--- config.mk ---
export PLATFORM = sky130hd
export DESIGN_NAME = paged_pc_unit
export DESIGN_NICKNAME = d
export VERILOG_FILES = /design/src/rtl/paged_pc_pkg.sv /design/src/rtl/paged_pc_ring.sv /design/src/rtl/paged_pc_target.sv /design/src/rtl/paged_pc_unit.sv
export SDC_FILE = /design/constraint.sdc
export NUM_CORES = 1
export LEC_CHECK = 0
export BUFFER_PORTS_ARGS = -buffer_cell sky130_fd_sc_hd__buf_2
export CAP_MARGIN = 20
export CORE_ASPECT_RATIO = 1.5
export CORE_MARGIN = 5
export CORE_UTILIZATION = 35
export CTS_CLUSTER_DIAMETER = 50
export DETAILED_ROUTE_END_ITERATION = 7
export PLACE_DENSITY_LB_ADDON = 0.15
export SYNTH_ARGS = -nofsm -noshare
export SYNTH_HDL_FRONTEND = slang
export SYNTH_SLANG_ARGS = --single-unit
--- constraint.sdc ---
create_clock -name clk -period 6.7 [get_ports clk]
set_clock_uncertainty 0.2 [all_clocks]
set_input_delay 0.67 -clock clk [delete_from_list [all_inputs] [get_ports clk]]
set_output_delay 0.67 -clock clk [all_outputs]
set_load 0.01 [all_outputs]
--- src/rtl/paged_pc_pkg.sv ---
package paged_pc_pkg;

    typedef enum logic [2:0] {
        PC_STEP = 3'd0,
        PC_JMP  = 3'd1,
        PC_CALL = 3'd2,
        PC_RET  = 3'd3,
        PC_MOVA = 3'd4,
        PC_ADDA = 3'd5,
        PC_TBL  = 3'd6,
        PC_RSVD = 3'd7
    } pc_op_e;

endpackage

--- src/rtl/paged_pc_ring.sv ---
module paged_pc_ring #(
    parameter int DEPTH = 8,
    parameter int WIDTH = 14
) (
    input  logic             clk,
    input  logic             rst,
    input  logic             push,
    input  logic             pop,
    input  logic [WIDTH-1:0] push_data,
    output logic [WIDTH-1:0] top_data
);
    localparam int PTR_W = (DEPTH > 1) ? $clog2(DEPTH) : 1;
    localparam logic [PTR_W-1:0] LAST = PTR_W'(DEPTH - 1);

    typedef struct packed {
        logic [DEPTH-1:0][WIDTH-1:0] slot;
        logic [PTR_W-1:0]            ptr;
    } ring_t;

    ring_t ring_d, ring_q;
    logic [PTR_W-1:0] ptr_up, ptr_dn;

    // Pointer arithmetic wraps explicitly so any depth forms a ring
    always_comb begin
        ptr_up = (ring_q.ptr == LAST) ? '0 : ring_q.ptr + 1'b1;
        ptr_dn = (ring_q.ptr == '0) ? LAST : ring_q.ptr - 1'b1;
    end

    assign top_data = ring_q.slot[ptr_dn];

    always_comb begin
        ring_d = ring_q;
        if (push) begin
            ring_d.slot[ring_q.ptr] = push_data;
            ring_d.ptr              = ptr_up;
        end else if (pop) begin
            ring_d.ptr = ptr_dn;
        end
    end

    always_ff @(posedge clk) begin
        if (rst) ring_q <= '0;
        else     ring_q <= ring_d;
    end
endmodule

--- src/rtl/paged_pc_target.sv ---
module paged_pc_target
    import paged_pc_pkg::*;
#(
    parameter int PAGE_W = 4,
    parameter int OFF_W  = 10,
    parameter int DATA_W = 8,
    parameter logic [PAGE_W+OFF_W-1:0] VECTOR = 14'h0008
) (
    input  pc_op_e                   op,
    input  logic                     irq,
    input  logic [PAGE_W+OFF_W-1:0]  pc_cur,
    input  logic [OFF_W-1:0]         imm,
    input  logic [DATA_W-1:0]        acc,
    input  logic [PAGE_W-1:0]        page,
    input  logic [PAGE_W+OFF_W-1:0]  pop_data,
    output logic [PAGE_W+OFF_W-1:0]  target,
    output logic                     push,
    output logic                     pop,
    output logic [PAGE_W+OFF_W-1:0]  push_data
);
    localparam int PC_W = PAGE_W + OFF_W;
    localparam int GAP  = OFF_W - DATA_W;

    logic [PC_W-1:0]   seq;
    logic [DATA_W-1:0] sum;

    always_comb begin
        seq = pc_cur + 1'b1;
        sum = seq[DATA_W-1:0] + acc;

        target    = seq;
        push      = 1'b0;
        pop       = 1'b0;
        push_data = seq;

        if (irq) begin
            target    = VECTOR;
            push      = 1'b1;
            push_data = pc_cur;
        end else begin
            unique case (op)
                PC_JMP:  target = {page, imm};
                PC_CALL: begin
                    target = {page, imm};
                    push   = 1'b1;
                end
                PC_RET: begin
                    target = pop_data;
                    pop    = 1'b1;
                end
                PC_MOVA: target = {page, {GAP{1'b0}}, acc};
                PC_ADDA: target = {page, {GAP{1'b0}}, sum};
                PC_TBL:  target = {seq[PC_W-1:DATA_W], sum};
                default: target = seq;
            endcase
        end
    end
endmodule

--- src/rtl/paged_pc_unit.sv ---
module paged_pc_unit
    import paged_pc_pkg::*;
#(
    parameter int PAGE_W = 4,
    parameter int OFF_W  = 10,
    parameter int DATA_W = 8,
    parameter int DEPTH  = 8,
    parameter logic [PAGE_W+OFF_W-1:0] VECTOR = 14'h0008
) (
    input  logic                    clk,
    input  logic                    rst,
    input  logic [2:0]              op_code,
    input  logic                    irq_take,
    input  logic [OFF_W-1:0]        imm_addr,
    input  logic [DATA_W-1:0]       acc_val,
    input  logic [PAGE_W-1:0]       page_sel,
    output logic [PAGE_W+OFF_W-1:0] fetch_pc
);
    localparam int PC_W = PAGE_W + OFF_W;

    typedef struct packed {
        logic [PC_W-1:0] pc;
    } pc_state_t;

    pc_state_t state_d, state_q;

    logic            stk_push, stk_pop;
    logic [PC_W-1:0] stk_wdata, stk_top, target;

    paged_pc_target #(
        .PAGE_W(PAGE_W), .OFF_W(OFF_W), .DATA_W(DATA_W), .VECTOR(VECTOR)
    ) u_target (
        .op        (pc_op_e'(op_code)),
        .irq       (irq_take),
        .pc_cur    (state_q.pc),
        .imm       (imm_addr),
        .acc       (acc_val),
        .page      (page_sel),
        .pop_data  (stk_top),
        .target    (target),
        .push      (stk_push),
        .pop       (stk_pop),
        .push_data (stk_wdata)
    );

    paged_pc_ring #(
        .DEPTH(DEPTH), .WIDTH(PC_W)
    ) u_ring (
        .clk       (clk),
        .rst       (rst),
        .push      (stk_push),
        .pop       (stk_pop),
        .push_data (stk_wdata),
        .top_data  (stk_top)
    );

    always_comb begin
        state_d    = state_q;
        state_d.pc = target;
    end

    always_ff @(posedge clk) begin
        if (rst) state_q <= '0;
        else     state_q <= state_d;
    end

    assign fetch_pc = state_q.pc;
endmodule

==> impl_metrics.toml <==
[synthesis]
netlist_area_um2 = 6850
synth_cells = 779
avgSynthCellArea_um2 = 8.79
synth_async_sr_flop_share = 0
synth-adder-area-share = 0.0351
ys_seq_area_frac = 0.377
synth_fp_nets = 820
synth-compound-area-share = 0.244
ys_ff_latch = 129
synth_top_family_by_area = "compound AO/OA/AOI/OAI gates"
ys.flop_type = "dfxtp_1"
synth_xor_area_frac = 0.0411
synth_edf_count = 0
synth.area.mux_share = 0.0658
synth_warnings = 0
synth-simple-area-share = 0.182
synth_cell_types = 65

[clock_tree]
clk_latency_ns = 0.42
htreeDepth = 4
cts-root-buf = "clkbuf_16"
hold_buffers = 0
clk_pin_slew_ns = 0.06
clockBufferDepth = 2
tritoncts = "yes"
post_cts_buffers = 0
cts.sink_count = 129
numCtsBuffers = 17
cts_resized = 0

[setup_path]
crit_chain = "inv_1 -> ha_1 -> ha_1 -> buf_4 -> nand2b_1 -> nor2_1 -> o211a_1 -> a221oi_1 -> o22ai_1"
cp-start-kind = "register"
crit_family = "simple AND/OR/NAND/NOR gates"
cp_max_fo = 31
r2r_end = "fetch_pc[8]"
critPathCaptureType = "register"
reg2reg_depth = 9
crit_buf_inv = 2
cpPeakStageDelay_ns = 0.63
cpMostUsedCell = "ha_1"
cp.arrival_ns = 3.34
critical_path_class = "register to register"
required_ns = 6.84
slowest_stage = "nor2_1"
reg2reg_from = "u_ring.ring_q[1]"
reg2reg_slack_ns = 3.50

[drt]
routed_wl_um = 20400
drt_first_pass_iters = 5
vias = 5784
wire_per_inst_um = 19.3
drtIter0Drc = 339
ant_nets = 0
drc = 0
viasPerCell = 5.49

[power_and_ir_drop]
p_leak_nw = 2.68
intPower_w = 0.00148
power.switching_w = 0.000628
switching_share = 0.298
p_clk_frac = 0.443
power_density_nw_per_um2 = 273
ir_worst_vdd_mv = 0.175
sequentialPowerShare = 0.394
finalPower_w = 0.00211
comb_power_share = 0.162

[finish]
num_antenna_cells = 0
final_core_util = 0.402
final_nets = 826
most-common-layout-cells = "nor2_1, dfxtp_1, a211oi_1"
syn2layout_area_growth_pct = 13.0
final_common_cell = "nor2_1"
drive_gt1_frac = 0.149

[sta]
rsz0062_at_grt = "no"
tns_ns = 0
drv_slew = 0
clock.fmax_ghz = 0.313
period_share = 0.477
finalHoldViolCount = 0
period_needed_ns = 3.20
max_slew_margin = 0.403
finalSetupViolCount = 0
tightestPinTransition_ns = 0.893

[global_routing]
antenna_found_initial = 0
grt_pass1_wl_um = 31800
grt_pass1_vias = 5690
grt_max_degree = 76
gr-total-overflow = 0
grt_use_total = 0.183

[hold_path]
hold_depth = 2
hold_path_end = "u_ring.ring_q[105]"
hold_path_startpoint = "u_ring.ring_q[105]"
hold_path_class = "register to register"

[floorplan]
rows = 62
io_pins = 42
initial_utilization = 0.356
die_x_um = 124
core_um2 = 19200
die_area_um2 = 22500
fp.dieH_um = 181

[place]
hpwl_um = 13800
port_buffers = 41
gp_congestion = 0.891

[run]
drv_cap = 0

[outcome]
outcome = "finished clean"
## sequential cells by signal, indices dropped and copies added (netlist names)
signal / count
fetch_pc: 14
u_ring.ring_q: 115
## per-layer routing
layer | track usage | routed length [µm] | part of all wire | vias to the layer above
met2 | 0.308 | 10100 | 0.49 | 144
met4 | 0.0684 | 502 | 0.025 | 0
met3 | 0.0319 | 902 | 0.044 | 37
li1 | - | - | - | 2854
met5 | 0 | 0 | 0 | -
met1 | 0.231 | 8930 | 0.44 | 2749
## worst max path at each step
stage | start | to | slack, ns | cells after the start
after floorplan | u_ring.ring_q[0] | fetch_pc[13] | 4.13 | 11
after global placement | u_ring.ring_q[0] | fetch_pc[7] | 3.59 | 9
after detailed placement | u_ring.ring_q[1] | fetch_pc[8] | 3.50 | 9
after CTS | u_ring.ring_q[1] | fetch_pc[8] | 3.48 | 9
after global routing | u_ring.ring_q[0] | fetch_pc[8] | 3.29 | 9
final | u_ring.ring_q[1] | fetch_pc[8] | 3.50 | 9
## cell families after synthesis
| kind of cell | after synthesis |
|---|---|
| buf+inv | 84 |
| mux | 36 |
| simple gates | 249 |
| compound gates | 233 |
| fa+ha+maj | 20 |
| xor+xnor | 28 |
| flops | 129 |
## final cells by class
| type | count | area [µm²] |
|---|---|---|
| fillers | 1972 | 11500 |
| multi-input cells | 566 | 3890 |
| flip-flops and latches | 129 | 2580 |
| clock buffers | 18 | 429 |
| well taps | 256 | 320 |
| repair buffers | 51 | 283 |
| clock inverters | 14 | 155 |
| inverters | 20 | 75.1 |
## metrics by stage
step / instances / cell area (µm²) / worst slack [ns] / hold WS [ns]
floorplan: 779 / 6850 / 4.13 / 0.252
global placement: 1022 / 7150 / 3.59 / 0.278
detailed placement: 1022 / 7150 / 3.50 / 0.283
CTS: 1054 / 7740 / 3.48 / 0.296
global route: 1054 / 7740 / 3.29 / 0.313
finish: 1054 / 7740 / 3.50 / 0.293
## cells in the mapped netlist, types with 5 or more instances
cell / number / area [µm²]
dfxtp_1: 129 / 2580
nand3_1: 12 / 60.1
buf_2: 23 / 115
a31oi_1: 6 / 37.5
nor2_1: 136 / 510
a21o_1: 5 / 37.5
nand2_1: 32 / 120
nor2b_1: 16 / 100
a211oi_1: 117 / 878
mux4_2: 7 / 158
a2bb2oi_1: 5 / 43.8
nor2_4: 6 / 67.6
o221ai_1: 10 / 87.6
clkbuf_1: 31 / 116
ha_1: 12 / 150
a221oi_1: 6 / 52.6
maj3_1: 7 / 70.1
xor2_1: 12 / 105
inv_1: 20 / 75.1
nand2b_1: 5 / 31.3
o211ai_1: 9 / 67.6
mux2i_1: 27 / 270
xnor2_1: 12 / 105
o21ai_0: 18 / 90.1
a21oi_1: 33 / 165
## tightest hold or removal path, delay by kind of cell (launching register included)
kind	cells	cell delay (ns)
flops	1	0.30
simple gates	1	0.09
compound gates	1	0.05
## power by group through the flow
stage	combinational (W)	clock, W	sequential [W]
detailed placement	0.000341	0	0.000849
finish	0.000343	0.000935	0.000832
CTS	0.000343	0.000955	0.000832
global route	0.000375	0.000989	0.000836
global placement	0.000338	0	0.000848
floorplan	0.000259	0	0.000839
(Power assumes the default switching activity.)
